<file path="src/rtl/wf_pkg.sv">
package wf_pkg;
    typedef enum logic [2:0] {
        ST_IDLE   = 3'd0,
        ST_FETCH  = 3'd1,
        ST_HOLD   = 3'd2,
        ST_COPY   = 3'd3,
        ST_FINISH = 3'd4
    } wf_state_t;
endpackage

</file>
<file path="src/rtl/wf_fill.sv">
module wf_fill #(
    parameter int AW = 14,
    parameter int DW = 32,
    parameter int LW = 15
) (
    input  logic          clk,
    input  logic          rst_n,
    input  logic          clr,
    input  logic          en,
    input  logic [LW-1:0] len,
    input  logic          s_valid,
    input  logic [DW-1:0] s_data,
    output logic          s_ready,
    output logic          we,
    output logic [AW-1:0] waddr,
    output logic [DW-1:0] wdata,
    output logic          last
);
    logic [AW-1:0] ptr_q;
    logic          beat;

    assign s_ready = en;
    assign beat    = en && s_valid;
    assign we      = beat;
    assign waddr   = ptr_q;
    assign wdata   = s_data;
    assign last    = beat && (LW'(ptr_q) == len - LW'(1));

    always_ff @(posedge clk or negedge rst_n) begin
        if (!rst_n)    ptr_q <= '0;
        else if (clr)  ptr_q <= '0;
        else if (beat) ptr_q <= ptr_q + AW'(1);
    end

    assert_addr_hold_R3: assert property (@(posedge clk) disable iff (!rst_n)
        (!beat && !clr) |=> $stable(ptr_q));
endmodule

</file>
<file path="src/rtl/wf_drain.sv">
module wf_drain #(
    parameter int AW = 14,
    parameter int DW = 32,
    parameter int LW = 15
) (
    input  logic          clk,
    input  logic          rst_n,
    input  logic          clr,
    input  logic          en,
    input  logic [LW-1:0] len,
    output logic          re,
    output logic [AW-1:0] raddr,
    input  logic [DW-1:0] rdata,
    output logic          arr_we,
    output logic [AW-1:0] arr_addr,
    output logic [DW-1:0] arr_wdata,
    output logic          finish
);
    logic [AW-1:0] rd_ptr_q;
    logic          rd_all_q;
    logic          we_q;
    logic [AW-1:0] addr_q;

    assign re        = en && !rd_all_q;
    assign raddr     = rd_ptr_q;
    assign arr_we    = we_q;
    assign arr_addr  = addr_q;
    assign arr_wdata = rdata;
    assign finish    = we_q && (LW'(addr_q) == len - LW'(1));

    always_ff @(posedge clk or negedge rst_n) begin
        if (!rst_n) begin
            rd_ptr_q <= '0;
            rd_all_q <= 1'b0;
            we_q     <= 1'b0;
            addr_q   <= '0;
        end else begin
            we_q   <= re;
            addr_q <= rd_ptr_q;
            if (clr) begin
                rd_ptr_q <= '0;
                rd_all_q <= 1'b0;
            end else if (re) begin
                if (LW'(rd_ptr_q) == len - LW'(1)) rd_all_q <= 1'b1;
                else                               rd_ptr_q <= rd_ptr_q + AW'(1);
            end
        end
    end

    assert_write_follows_read_R6: assert property (@(posedge clk) disable iff (!rst_n)
        re |=> (arr_we && arr_addr == $past(raddr)));
endmodule

</file>
<file path="src/rtl/wf_load_ctrl.sv">
module wf_load_ctrl
    import wf_pkg::*;
#(
    parameter int DEPTH = 16384,
    parameter int DW    = 32,
    parameter int SRC_W = 32,
    localparam int AW    = $clog2(DEPTH),
    localparam int LEN_W = $clog2(DEPTH + 1)
) (
    input  logic             clk,
    input  logic             rst_n,
    input  logic             start_i,
    input  logic [SRC_W-1:0] src_base_i,
    input  logic [LEN_W-1:0] len_i,
    output logic             fetch_go_o,
    output logic [SRC_W-1:0] fetch_base_o,
    output logic [LEN_W-1:0] fetch_len_o,
    input  logic             s_valid_i,
    input  logic [DW-1:0]    s_data_i,
    output logic             s_ready_o,
    output logic             wsram_we_o,
    output logic [AW-1:0]    wsram_waddr_o,
    output logic [DW-1:0]    wsram_wdata_o,
    output logic             wsram_re_o,
    output logic [AW-1:0]    wsram_raddr_o,
    input  logic [DW-1:0]    wsram_rdata_i,
    input  logic             arr_idle_i,
    output logic             arr_lock_o,
    output logic             arr_we_o,
    output logic [AW-1:0]    arr_addr_o,
    output logic [DW-1:0]    arr_wdata_o,
    output logic             busy_o,
    output logic             done_o,
    output logic             err_o
);
    wf_state_t        state_q, state_d;
    logic [LEN_W-1:0] len_q;
    logic [SRC_W-1:0] base_q;
    logic             go_q, err_q;
    logic             len_ok, start_ok;
    logic             fill_en, fill_last, copy_en, copy_finish;

    assign len_ok   = (len_i != '0) && (len_i <= LEN_W'(DEPTH));
    assign start_ok = start_i && (state_q == ST_IDLE) && len_ok;

    always_comb begin
        state_d = state_q;
        unique case (state_q)
            ST_IDLE:   if (start_ok)    state_d = ST_FETCH;
            ST_FETCH:  if (fill_last)   state_d = ST_HOLD;
            ST_HOLD:   if (arr_idle_i)  state_d = ST_COPY;
            ST_COPY:   if (copy_finish) state_d = ST_FINISH;
            ST_FINISH:                  state_d = ST_IDLE;
            default:                    state_d = ST_IDLE;
        endcase
    end

    always_ff @(posedge clk or negedge rst_n) begin
        if (!rst_n) begin
            state_q <= ST_IDLE;
            len_q   <= '0;
            base_q  <= '0;
            go_q    <= 1'b0;
            err_q   <= 1'b0;
        end else begin
            state_q <= state_d;
            go_q    <= start_ok;
            err_q   <= start_i && !start_ok;
            if (start_ok) begin
                len_q  <= len_i;
                base_q <= src_base_i;
            end
        end
    end

    always_comb begin
        fill_en    = 1'b0;
        copy_en    = 1'b0;
        arr_lock_o = 1'b0;
        done_o     = 1'b0;
        busy_o     = 1'b1;
        unique case (state_q)
            ST_IDLE:   busy_o = 1'b0;
            ST_FETCH:  fill_en = 1'b1;
            ST_HOLD:   ;
            ST_COPY: begin
                copy_en    = 1'b1;
                arr_lock_o = 1'b1;
            end
            ST_FINISH: done_o = 1'b1;
            default:   busy_o = 1'b0;
        endcase
    end

    assign fetch_go_o   = go_q;
    assign fetch_base_o = base_q;
    assign fetch_len_o  = len_q;
    assign err_o        = err_q;

    wf_fill #(.AW(AW), .DW(DW), .LW(LEN_W)) i_fill (
        .clk(clk), .rst_n(rst_n), .clr(start_ok), .en(fill_en), .len(len_q),
        .s_valid(s_valid_i), .s_data(s_data_i), .s_ready(s_ready_o),
        .we(wsram_we_o), .waddr(wsram_waddr_o), .wdata(wsram_wdata_o),
        .last(fill_last)
    );

    wf_drain #(.AW(AW), .DW(DW), .LW(LEN_W)) i_drain (
        .clk(clk), .rst_n(rst_n), .clr(start_ok), .en(copy_en), .len(len_q),
        .re(wsram_re_o), .raddr(wsram_raddr_o), .rdata(wsram_rdata_i),
        .arr_we(arr_we_o), .arr_addr(arr_addr_o), .arr_wdata(arr_wdata_o),
        .finish(copy_finish)
    );

    assert_ready_fetch_only_R4: assert property (@(posedge clk) disable iff (!rst_n)
        s_ready_o |-> (busy_o && !arr_lock_o && !done_o));
    assert_copy_after_idle_R5: assert property (@(posedge clk) disable iff (!rst_n)
        $rose(arr_lock_o) |-> $past(arr_idle_i));
    assert_write_locked_R7: assert property (@(posedge clk) disable iff (!rst_n)
        arr_we_o |-> arr_lock_o);
    assert_done_single_R8: assert property (@(posedge clk) disable iff (!rst_n)
        done_o |=> (!done_o && !busy_o));
    assert_busy_start_err_R9: assert property (@(posedge clk) disable iff (!rst_n)
        (start_i && busy_o) |=> (err_o && !fetch_go_o));
endmodule

</file>
<file path="config.mk">
export PLATFORM = sky130hd
export DESIGN_NAME = wf_load_ctrl
export DESIGN_NICKNAME = d
export VERILOG_FILES = /design/src/rtl/wf_pkg.sv /design/src/rtl/wf_fill.sv /design/src/rtl/wf_drain.sv /design/src/rtl/wf_load_ctrl.sv
export SDC_FILE = /design/constraint.sdc
export NUM_CORES = 1
export LEC_CHECK = 0
export BUFFER_PORTS_ARGS = -buffer_cell sky130_fd_sc_hd__buf_2
export CAP_MARGIN = 20
export CORE_MARGIN = 8
export CORE_UTILIZATION = 47
export CTS_BUF_LIST = sky130_fd_sc_hd__clkbuf_8 sky130_fd_sc_hd__clkbuf_16
export DETAILED_ROUTE_END_ITERATION = 10
export GPL_ROUTABILITY_DRIVEN = 0
export MAX_ROUTING_LAYER = met4
export PLACE_DENSITY = 0.82
export SLEW_MARGIN = 30
export SYNTH_ARGS = -nofsm -noshare
export SYNTH_HDL_FRONTEND = slang
export SYNTH_SLANG_ARGS = --single-unit
</file>
<file path="constraint.sdc">
create_clock -name clk -period 4.2 [get_ports clk]
set_clock_uncertainty 0.1 [all_clocks]
set_input_delay 0.42 -clock clk [delete_from_list [all_inputs] [get_ports clk]]
set_output_delay 0.42 -clock clk [all_outputs]
set_load 0.02 [all_outputs]
</file>
==> results.json <==
{
  "post_cts_buffers": 0,
  "nets": 843,
  "insertion_delay_ns": 0.35,
  "fillers": 1146,
  "final_max_slew_viol_count": 0,
  "dieWidth_microns": 125,
  "dr.pass1.iters": 5,
  "antenna_found_initial": 0,
  "ys_seq_area_share_pct": 42.9,
  "rsz0062_at_grt": "no",
  "fin_ws_ns": 0.447,
  "fmax_mhz": 266,
  "grt_start_max_net_pins": 61,
  "cts-root-buf": "clkbuf_16",
  "grt_pass1_vias": 4880,
  "worstSetupPathType": "reg -> reg",
  "netlist_area_sq_mm": 0.00561,
  "period_share_pct": 89.4,
  "ys_async_sr_fraction_pct": 100,
  "die-height_microns": 125,
  "initial_core_util_pct": 47.5,
  "hpwl_microns": 12000,
  "worst_pin_slew_ns": 0.795,
  "drtAntennaViolNets": 0,
  "clk_pin_slew_ns": 0.06,
  "yosysUniqueCellTypes": 54,
  "layout_common_cells": "nand2_1, buf_2, dfrtp_1",
  "ys_seq_elements": 96,
  "cts_tree": "done",
  "synth_edf_count": 0,
  "die_area_sq_mm": 0.0157,
  "critPathMaxFanout": 25,
  "cp_data_arrival_time_ns": 3.92,
  "synth.net_count": 771,
  "cts_inserted_buffers": 9,
  "hold_path_class": "in -> async",
  "syn_avg_cell_area_sq_um": 8.60,
  "core_sq_mm": 0.0118,
  "final_common_cell": "nand2_1",
  "setup_viol_count_final": 0,
  "diodes": 0,
  "finalCriticalPeriod_ns": 3.75,
  "cts_buffer_depth": 2,
  "num_rows": 40,
  "reg2reg_depth": 9,
  "gr-total-overflow": 0,
  "area_growth_pct": 11.6,
  "synth_warnings": 0,
  "io_pins": 278,
  "vias": 4862,
  "end_kind": "register",
  "hold_violations": 0,
  "cts.sinks": 96,
  "r2r-start": "fetch_len_o[0]$_DFFE_PN0P_",
  "r2r_slack_ns": 0.45,
  "rr_endpoint": "i_drain.raddr[9]$_DFFE_PN0P_",
  "required_ns": 4.37,
  "crit_path_start_kind": "register",
  "layout-drive-gt1-share_pct": 24.7,
  "leakage_nw": 3.09,
  "pre_cts_ws_ns": 0.386,
  "post_drt_wl_per_cell_microns": 18.3,
  "fin_setup_tns_ns": 0,
  "drv_cap": 0,
  "h-tree-depth": 3,
  "drcViolationCount": 0,
  "stdcell_area_sq_mm": 0.00626,
  "placed_area_sq_mm": 0.00597,
  "slew_headroom_pct": 46.9,
  "track_usage_pct": 21.0,
  "vias_per_cell": 5.55,
  "synth_ff_type": "dfrtp_1",
  "powerDensity_mw_per_mm2": 792,
  "totalWireLength_microns": 16000,
  "drt_iter0_drc": 368,
  "io_buffers": 149,
  "vdd_drop_max_mv": 0.372,
  "grt_pass1_wl_microns": 25600,
  "status": "finished clean",
  "netlist_instances": 652
}
-- cell type report --
type                       count  area (sq um)  share of cell area (%)
timing repair buffer         156           801                    12.8
clock inverter                 7          63.8                    1.02
multi-input combinational    448          2530                    40.5
tap                          147           184                    2.94
inverter                      13          48.8                   0.780
clock buffer                   9           225                    3.60
sequential                    96          2400                    38.4
-- how the worst max path moves through the flow --
| stage | from | to | slack, ns | cells past startpoint |
|---|---|---|---|---|
| 3_5_place_dp | fetch_len_o[0]$_DFFE_PN0P_ | i_drain.raddr[12]$_DFFE_PN0P_ | 0.39 | 9 |
| 4_1_cts | fetch_len_o[0]$_DFFE_PN0P_ | i_drain.raddr[9]$_DFFE_PN0P_ | 0.35 | 9 |
| 3_3_place_gp | fetch_len_o[0]$_DFFE_PN0P_ | i_drain.raddr[9]$_DFFE_PN0P_ | 0.48 | 9 |
| 5_1_grt | fetch_len_o[0]$_DFFE_PN0P_ | i_drain.raddr[0]$_DFFE_PN0P_ | 0.14 | 10 |
| 2_1_floorplan | fetch_len_o[0]$_DFFE_PN0P_ | state_q[1]$_DFFE_PN0P_ | 0.91 | 11 |
| 6_report | fetch_len_o[0]$_DFFE_PN0P_ | i_drain.raddr[9]$_DFFE_PN0P_ | 0.45 | 9 |
-- timing repair --
item	CTS	global route
setup endpoints to repair	0	12
hold buffers	0	0
resized for setup	0	1
-- Yosys cell counts (3+ instances only) --
cell,instances,area share (%)
xnor2_1,24,3.7
and2_1,3,0.33
dfrtp_1,96,43
nand4_1,17,1.9
or4_1,8,1.1
buf_2,4,0.36
buf_6,3,0.60
o211ai_1,3,0.40
nor2b_1,5,0.56
o21ai_0,22,2.0
nand2b_1,10,1.1
ha_1,3,0.67
mux2i_1,5,0.89
nand2_1,161,11
or3_1,15,1.7
nand3b_1,4,0.54
nand3_1,10,0.89
o31ai_1,7,0.94
xor2_1,29,4.5
and3_1,4,0.45
a21oi_1,26,2.3
nor3_1,11,0.98
nor2_1,31,2.1
o2111ai_1,6,0.94
a2111oi_0,3,0.47
clkbuf_1,18,1.2
buf_4,64,8.6
or2_2,4,0.45
nor4_1,7,0.78
a211oi_1,3,0.40
inv_1,13,0.87
buf_1,6,0.40
-- per-layer routing --
| metal | global-route usage (%) | vias to the layer above | share of wire (%) |
|---|---|---|---|
| met3 | 4.21 | 27 | 6.9 |
| met2 | 32.5 | 249 | 47 |
| li1 | - | 2292 | - |
| met5 | - | - | 0 |
| met1 | 26.0 | 2294 | 44 |
| met4 | 9.60 | 0 | 2.5 |
-- metrics by stage --
step	power [W]	hold WS, ns	utilization (%)	std cells
6_report	0.00495	0.0399	53.0	876
3_5_place_dp	0.00414	0.360	50.5	860
5_1_grt	0.00528	0.104	53.0	876
2_1_floorplan	0.00338	0.0244	-	652
4_1_cts	0.00497	0.0672	53.0	876
3_3_place_gp	0.00410	0.353	50.5	860
-- worst max-delay path: stages (launching register included) --
cell	delay (ns)
dfrtp_1	0.50
inv_1	0.13
ha_1	0.39
or4b_4	0.56
or4_1	0.46
xor2_1	0.33
a211oi_1	0.13
and3_2	0.37
or4_1	0.54
a21oi_1	0.15
-- cells by family (layout without fill, tap and decap cells) --
family	after synthesis	in the layout	synth area share, %
AND/OR/NAND/NOR	298	298	25.0
buffers and inverters	108	185	12.0
flip-flops	96	96	42.9
AO/OA/AOI/OAI	88	88	10.0
XOR/XNOR	54	54	8.57
multiplexers	5	5	0.893
adder cells (fa/ha/maj)	3	3	0.670
-- report_power, final --
group | switching [W] | internal (W)
sequential | 0.000525 | 0.00127
combinational | 0.00145 | 0.000891
clock | 0.000354 | 0.000457
-- flip-flops by register name, indices dropped and copies added (netlist names), 3 cells and up --
register	flops
fetch_base_o	32
fetch_len_o	15
i_drain.arr_addr	14
i_drain.raddr	14
i_fill.waddr	14
state_q	3
Power figures use the tool's default switching activity.
